File: config.mk
export PLATFORM = sky130hd
export DESIGN_NAME = vtg_top
export DESIGN_NICKNAME = d
export VERILOG_FILES = /design/src/rtl/vtg_pkg.sv /design/src/rtl/vtg_span.sv /design/src/rtl/vtg_raster_cnt.sv /design/src/rtl/vtg_top.sv
export SDC_FILE = /design/constraint.sdc
export NUM_CORES = 1
export LEC_CHECK = 0
export BUFFER_PORTS_ARGS = -buffer_cell sky130_fd_sc_hd__buf_2
export CORE_AREA = 2 2 156 158
export DETAILED_ROUTE_END_ITERATION = 8
export DIE_AREA = 0 0 158 160
export GPL_ROUTABILITY_DRIVEN = 0
export SETUP_SLACK_MARGIN = 0.15
export SYNTH_ARGS = -nofsm -noshare
export SYNTH_HDL_FRONTEND = slang
export SYNTH_HIERARCHICAL = 1
export SYNTH_SLANG_ARGS = --single-unit
File: constraint.sdc
create_clock -name clk -period 6.55 [get_ports clk]
set_clock_uncertainty 0.05 [all_clocks]
set_input_delay 1.31 -clock clk [delete_from_list [all_inputs] [get_ports clk]]
set_output_delay 1.31 -clock clk [all_outputs]
set_load 0.05 [all_outputs]
File: src/rtl/vtg_pkg.sv
package vtg_pkg;

  // Bit order matches pol_inv: bit0 hsync .. bit4 field
  typedef struct packed {
    logic field;
    logic vblank;
    logic vsync;
    logic hblank;
    logic hsync;
  } vtg_lvl_t;

  localparam int unsigned VTG_NUM_STROBES = 5;

  localparam vtg_lvl_t VTG_RESET_LVL = '{
    field:  1'b0,
    vblank: 1'b1,
    vsync:  1'b1,
    hblank: 1'b1,
    hsync:  1'b1
  };

endpackage

File: src/rtl/vtg_span.sv
module vtg_span #(
  parameter int unsigned W           = 16,
  parameter bit          CHECK_LIMIT = 1'b0
) (
  input  logic [W-1:0] pos,
  input  logic [W-1:0] lo,
  input  logic [W-1:0] hi,
  input  logic [W-1:0] limit,
  output logic         hit
);

  logic well_formed;
  logic in_range;

  always_comb begin
    well_formed = (lo < hi);
    in_range    = (CHECK_LIMIT == 1'b0) || (hi <= limit);
    hit         = well_formed && in_range && (pos >= lo) && (pos < hi);
  end

endmodule

File: src/rtl/vtg_raster_cnt.sv
module vtg_raster_cnt #(
  parameter int unsigned HW = 16,
  parameter int unsigned VW = 15
) (
  input  logic          clk,
  input  logic          rst_n,
  input  logic [HW-1:0] h_total,
  input  logic [VW-1:0] v_total,
  input  logic          interlaced,
  output logic [HW-1:0] hcnt,
  output logic [VW-1:0] vcnt,
  output logic [VW-1:0] field_line,
  output logic          field_one
);

  logic          h_last;
  logic          v_last;
  logic [VW:0]   half_sum;
  logic [VW-1:0] half_lines;

  always_comb begin
    h_last     = (hcnt >= (h_total - 1'b1));
    v_last     = (vcnt >= (v_total - 1'b1));
    half_sum   = {1'b0, v_total} + 1'b1;
    half_lines = half_sum[VW:1];
    if (!interlaced) begin
      field_one  = 1'b1;
      field_line = vcnt;
    end else if (vcnt < half_lines) begin
      field_one  = 1'b1;
      field_line = vcnt;
    end else begin
      field_one  = 1'b0;
      field_line = vcnt - half_lines;
    end
  end

  always_ff @(posedge clk or negedge rst_n) begin
    if (!rst_n) begin
      hcnt <= '0;
      vcnt <= '0;
    end else if (h_last) begin
      hcnt <= '0;
      vcnt <= v_last ? '0 : vcnt + 1'b1;
    end else begin
      hcnt <= hcnt + 1'b1;
    end
  end

  // line end returns the pixel position to zero
  assert_h_wrap_R2: assert property (@(posedge clk) disable iff (!rst_n)
    (hcnt >= (h_total - 1'b1)) |=> (hcnt == '0));

  // inside a frame the line number advances by one at line end
  assert_v_step_R2: assert property (@(posedge clk) disable iff (!rst_n)
    ((hcnt >= (h_total - 1'b1)) && (vcnt < (v_total - 1'b1)) && (vcnt != '1))
    |=> (vcnt == $past(vcnt) + 1'b1));

  // mid-line the line number holds
  assert_v_hold_R2: assert property (@(posedge clk) disable iff (!rst_n)
    (hcnt < (h_total - 1'b1)) |=> $stable(vcnt));

endmodule

File: src/rtl/vtg_top.sv
module vtg_top #(
  parameter int unsigned HW = 16,
  parameter int unsigned VW = 15
) (
  input  logic          clk,
  input  logic          rst_n,
  input  logic [HW-1:0] h_total,
  input  logic [HW-1:0] h_active,
  input  logic [HW-1:0] hs_start,
  input  logic [HW-1:0] hs_stop,
  input  logic [VW-1:0] v_total,
  input  logic [VW-1:0] v_active,
  input  logic [VW-1:0] vs_start,
  input  logic [VW-1:0] vs_stop,
  input  logic          interlaced,
  input  logic [4:0]    pol_inv,
  input  logic [HW-1:0] uh_start,
  input  logic [HW-1:0] uh_stop,
  input  logic [VW-1:0] uv_start,
  input  logic [VW-1:0] uv_stop,
  output logic          hsync_o,
  output logic          hblank_o,
  output logic          vsync_o,
  output logic          vblank_o,
  output logic          field_o,
  output logic          user_h_o,
  output logic          user_v_o
);
  import vtg_pkg::*;

  logic [HW-1:0] hcnt;
  logic [VW-1:0] vcnt;
  logic [VW-1:0] field_line;
  logic          field_one;
  logic          hs_hit, vs_hit, uh_hit, uv_hit;
  vtg_lvl_t      lvl_d, lvl_q;
  logic          user_h_q, user_v_q;

  vtg_raster_cnt #(.HW(HW), .VW(VW)) u_cnt (
    .clk        (clk),
    .rst_n      (rst_n),
    .h_total    (h_total),
    .v_total    (v_total),
    .interlaced (interlaced),
    .hcnt       (hcnt),
    .vcnt       (vcnt),
    .field_line (field_line),
    .field_one  (field_one)
  );

  vtg_span #(.W(HW), .CHECK_LIMIT(1'b0)) u_hs (
    .pos(hcnt), .lo(hs_start), .hi(hs_stop), .limit(h_total), .hit(hs_hit));

  vtg_span #(.W(VW), .CHECK_LIMIT(1'b0)) u_vs (
    .pos(field_line), .lo(vs_start), .hi(vs_stop), .limit(v_total), .hit(vs_hit));

  vtg_span #(.W(HW), .CHECK_LIMIT(1'b1)) u_uh (
    .pos(hcnt), .lo(uh_start), .hi(uh_stop), .limit(h_total), .hit(uh_hit));

  vtg_span #(.W(VW), .CHECK_LIMIT(1'b1)) u_uv (
    .pos(vcnt), .lo(uv_start), .hi(uv_stop), .limit(v_total), .hit(uv_hit));

  always_comb begin
    lvl_d.hsync  = ~hs_hit;
    lvl_d.hblank = (hcnt >= h_active);
    lvl_d.vsync  = ~vs_hit;
    lvl_d.vblank = (field_line >= v_active);
    lvl_d.field  = field_one;
  end

  always_ff @(posedge clk or negedge rst_n) begin
    if (!rst_n) begin
      lvl_q    <= VTG_RESET_LVL;
      user_h_q <= 1'b0;
      user_v_q <= 1'b0;
    end else begin
      lvl_q    <= lvl_d ^ vtg_lvl_t'(pol_inv);
      user_h_q <= uh_hit;
      user_v_q <= uv_hit;
    end
  end

  assign hsync_o  = lvl_q.hsync;
  assign hblank_o = lvl_q.hblank;
  assign vsync_o  = lvl_q.vsync;
  assign vblank_o = lvl_q.vblank;
  assign field_o  = lvl_q.field;
  assign user_h_o = user_h_q;
  assign user_v_o = user_v_q;

  // a malformed horizontal window never fires
  assert_uh_malformed_R8: assert property (@(posedge clk) disable iff (!rst_n)
    (uh_start >= uh_stop) |=> !user_h_o);

  // a window reaching past the line never fires
  assert_uh_range_R8: assert property (@(posedge clk) disable iff (!rst_n)
    (uh_stop > h_total) |=> !user_h_o);

  // a window reaching past the frame never fires
  assert_uv_range_R9: assert property (@(posedge clk) disable iff (!rst_n)
    ((uv_stop > v_total) || (uv_start >= uv_stop)) |=> !user_v_o);

  // progressive scan holds the field flag high
  assert_prog_field_R7: assert property (@(posedge clk) disable iff (!rst_n)
    (!interlaced && !pol_inv[4]) |=> field_o);

  // active pixels are unblanked one edge later
  assert_hblank_active_R4: assert property (@(posedge clk) disable iff (!rst_n)
    ((hcnt < h_active) && !pol_inv[1]) |=> !hblank_o);

  // outside the sync span the default-polarity sync is idle
  assert_hsync_idle_R3: assert property (@(posedge clk) disable iff (!rst_n)
    ((hs_start >= hs_stop) && !pol_inv[0]) |=> hsync_o);

endmodule

==> summary.md <==
| Metric | Value |
|---|---|
| HPWL Detailed | between 20000 and 25000 µm |
| EDFF count, synth | 0 |
| Fin area | between 10000 and 15000 µm² |
| IO Count | 201 |
| Clock slew at the register clock pins of the worst setup and hold paths | around 60 ps |
| # DRC | 0 |
| Register Area | between 900 and 1000 µm² |
| Skew-Pair Late Insertion Delay | slightly below 300 ps |
| Max incr delay on CP | slightly above 400 ps |
| Multiplexer share of the synthesized area | 0.0191 |
| Adder-Cell Fraction of Synth Area | 0.373 |
| Num CTS Buffers | 5 |
| Initial antenna violation count | 0 |
| CTS tree | built |
| CTS Hold Bufs | 0 |
| Final worst path period share | 0.851 |
| Period minus WS final | about 5600 ps |
| Avg WL per Cell | between 15 and 20 µm |
| Total grt overflow | 0 |
| Hold Vio Cnt, Final | 0 |
| Layout cells sized above 1 | 0.172 |
| Worst Path Required | just under 7000 ps |
| Distinct cell type count after synthesis | roughly 70 |
| Synth Area per Inst | a little under 8 µm² |
| Post-synthesis sequential area ratio | 0.0974 |
| Reg2reg setup slack | ~2200 ps |
| Leak Pwr | between 6 and 7 nW |
| Clk buf depth | 2 |
| DRT antenna net count | 0 |
| Port bufs | 200 |
| Final #Nets | ~1900 |
| Placement Cell Area | 11200 µm² |
| Synth Area in Compound Gates | 0.192 |
| CORE AREA | 23800 µm² |
| Post-Synth XOR/XNOR Area | 0.0598 |
| VDD IR max | between 100 and 150 µV |
| Hold crit path type | reg -> reg |
| Top_reg_cell synth | dfrtp_1 |
| Clock root buffer | clkbuf_16 |
| Max-cap violations | 0 |
| Site row count | 57 |
| Syn_nets | 1721 |
| Slowest-stage cell, CP | or4_1 |
| Via count | about 9300 |
| Starting Density | 0.412 |
| Max H-tree Level | 2 |
| Data arrival time of the worst path | between 5000 and 6000 ps |
| DR pass1 iterations | 5 |
| Final Max Slew Viols | 0 |
| Die width | 158 µm |
| Mapped cell area | 9820 µm² |
| P&R area growth vs syn | 16.0% |
| Vias in the first global route | just over 9000 |
| Maximum clock rate | between 0.15 and 0.2 GHz |
| Post-Synth Simple-Gate Area | 0.175 |
| Finished Layout Cells | 1757 |
| Status | completed |
| Ys Warns | 6 |
| Critical path class | in -> reg |
| Largest net degree at the start of global routing | 39 |
| Largest family of logic cells by synthesized area | adder cells |
| Gate Count Post-Synth | roughly 1200 |
| Crit path cell chain | buf_2 -> and3_1 -> nand3_1 -> nor2_1 -> xnor2_1 -> ha_1 -> and2_1 -> nand2_1 -> a211oi_1 -> o21ai_1 -> o21ai_2 -> buf_4 -> mux2i_1 -> ha_1 -> a21oi_1 -> a21oi_4 -> or4_1 -> nor4_1 -> xnor2_1 |
| CP Max Fanout | 11 |
| Layout filler cell count | 2458 |
| Flops & latches, synth | 38 |
| Die ar. | ~25000 µm² |
| Ant diodes | 0 |
| Sum of negative setup slack | 0 ps |
| Dpl cells | roughly 1700 |
| Die height | approximately 160 µm |
| Initial drt markers | around 380 |
| Endpoints failing setup | 0 |
| Pwr Density | approximately 180 nW/µm² |
| Fraction of registers with async set/reset | 1.00 |
| Worst Setup End Kind | flop |
| GRT Total Usage | 0.214 |
| Worst Tran Pin Value | approximately 930 ps |
| Sink Count | 38 |
| Area of the multi-input gates | ~8000 µm² |
| Routed WL | roughly 27000 µm |
| Setup bufs post-CTS | 0 |
| RSZ-0062 raised after global routing | false |
| Max-Slew Margin vs Limit | 0.381 |
| First-pass GRT wire length | around 44000 µm |
| Startpoint Class | input pin |
| Post-cts resize count | 0 |
| Via density | 5.31 |
==> stage by stage <==
stage | hold WS [ps] | power (W) | setup WS, ps | utilization
2_1_floorplan | 509 | 0.00136 | 993 | -
3_3_place_gp | 641 | 0.00174 | 845 | 0.470
3_5_place_dp | 648 | 0.00177 | 700 | 0.470
4_1_cts | 661 | 0.00212 | 1020 | 0.478
5_1_grt | 718 | 0.00234 | 556 | 0.478
6_report | 627 | 0.00209 | 974 | 0.478
==> flip-flops by register name (all words and copies together) (netlist names) <==
name        count
hsync_o         1
u_cnt/vcnt     15
vblank_o        1
hblank_o        1
vsync_o         1
user_h_o        1
user_v_o        1
field_o         1
u_cnt/hcnt     16
==> final cells by class <==
| cell class | count | share of cell area |
|---|---|---|
| sequential | 38 | 0.0839 |
| timing repair buffer | 203 | 0.0899 |
| multi-input combinational | 979 | 0.706 |
| inverter | 205 | 0.0676 |
| clock inverter | 2 | 0.00527 |
| tap | 324 | 0.0356 |
| clock buffer | 6 | 0.0122 |
==> path summary, 6_finish.rpt <==
| check | start | endpoint | cells after the start |
|---|---|---|---|
| min in group asynchronous | rst_n | user_h_o | 1 |
| hold reg to reg | u_cnt/hcnt[0] | u_cnt/hcnt[0] | 1 |
| hold / removal | u_cnt/hcnt[0] | u_cnt/hcnt[0] | 1 |
| max in group asynchronous | rst_n | u_cnt/vcnt[2] | 1 |
| setup / recovery | v_total[6] | vsync_o | 19 |
| setup reg to reg | u_cnt/vcnt[0] | vsync_o | 15 |
==> worst max-delay path, delay by kind of cell <==
kind                     cells  cell delay, ps
AND/OR/NAND/NOR              7            1610
AO/OA/AOI/OAI                5            1080
adder cells (fa/ha/maj)      2             690
buffers and inverters        2             440
multiplexers                 1             350
XOR/XNOR                     2             270
==> power breakdown <==
part | total (W) | internal (W) | leakage [nW] | switching [W]
Combinational | 0.00128 | 0.000586 | 5.66 | 0.000697
Clock | 0.000337 | 0.000229 | 0.0971 | 0.000108
Sequential | 0.000475 | 0.000291 | 0.470 | 0.000184
==> cells in the mapped netlist (3+ instances only) <==
cell,n,area share
a221oi_2,3,0.0046
o21a_1,9,0.0069
and3_1,8,0.0051
xnor2_1,43,0.038
a21o_1,40,0.031
and2_1,5,0.0032
nor2b_1,11,0.0070
o22ai_1,9,0.0057
ha_1,291,0.37
mux2_2,6,0.0069
a21oi_1,87,0.044
a211oi_1,16,0.012
a31oi_1,12,0.0076
dfstp_2,4,0.011
o221ai_1,4,0.0036
a211oi_2,4,0.0051
dfrtp_1,34,0.087
a2111oi_2,3,0.0046
inv_1,204,0.078
nand3_1,48,0.024
o211ai_1,9,0.0069
and4_1,12,0.011
or4_1,4,0.0031
nor3_1,16,0.0082
a311oi_1,3,0.0027
o21ai_1,6,0.0031
nand2_1,69,0.026
clkbuf_1,8,0.0031
nand4b_1,3,0.0027
xor2_1,24,0.021
nor2_1,69,0.026
a211o_1,6,0.0054
nor4_1,13,0.0083
nand4_1,43,0.027
nand2b_1,12,0.0076
o2111ai_1,4,0.0036
o21ai_0,35,0.018
mux2i_1,12,0.012
==> cells by family (layout without fill, tap and decap cells) <==
kind of cell	count (synthesis)	after routing
flip-flops	38	38
adder cells (fa/ha/maj)	292	292
multiplexers	18	18
AND/OR/NAND/NOR	328	328
buffers and inverters	218	416
AO/OA/AOI/OAI	274	274
XOR/XNOR	67	67
==> layer usage <==
metal / global-route usage / wire, µm
met1: 0.274 / 12000
met2: 0.397 / 13600
met3: 0.0225 / 1070
met4: 0.0229 / 123
met5: 0 / 0
==> cells in the final DEF, fill, tap and decap left out, types with 5 or more instances in the layout <==
cell and count:
a211oi_1 16, nor2_1 69, nand3_1 48, nand2b_1 12
o21ai_1 6, ha_1 291, a21o_1 40, buf_2 200
nor3_1 16, nand4_1 43, a31oi_1 12, nor2b_1 11
and3_1 8, mux2_2 6, o211ai_1 9, and4_1 12
o21a_1 9, dfrtp_1 34, inv_1 204, and2_1 5
mux2i_1 12, a21oi_1 87, a211o_1 6, xnor2_1 43
xor2_1 24, o21ai_0 35, nand2_1 69, nor4_1 13
clkbuf_16 5, o22ai_1 9
Note: power is estimated with default switching activity, not from simulation.
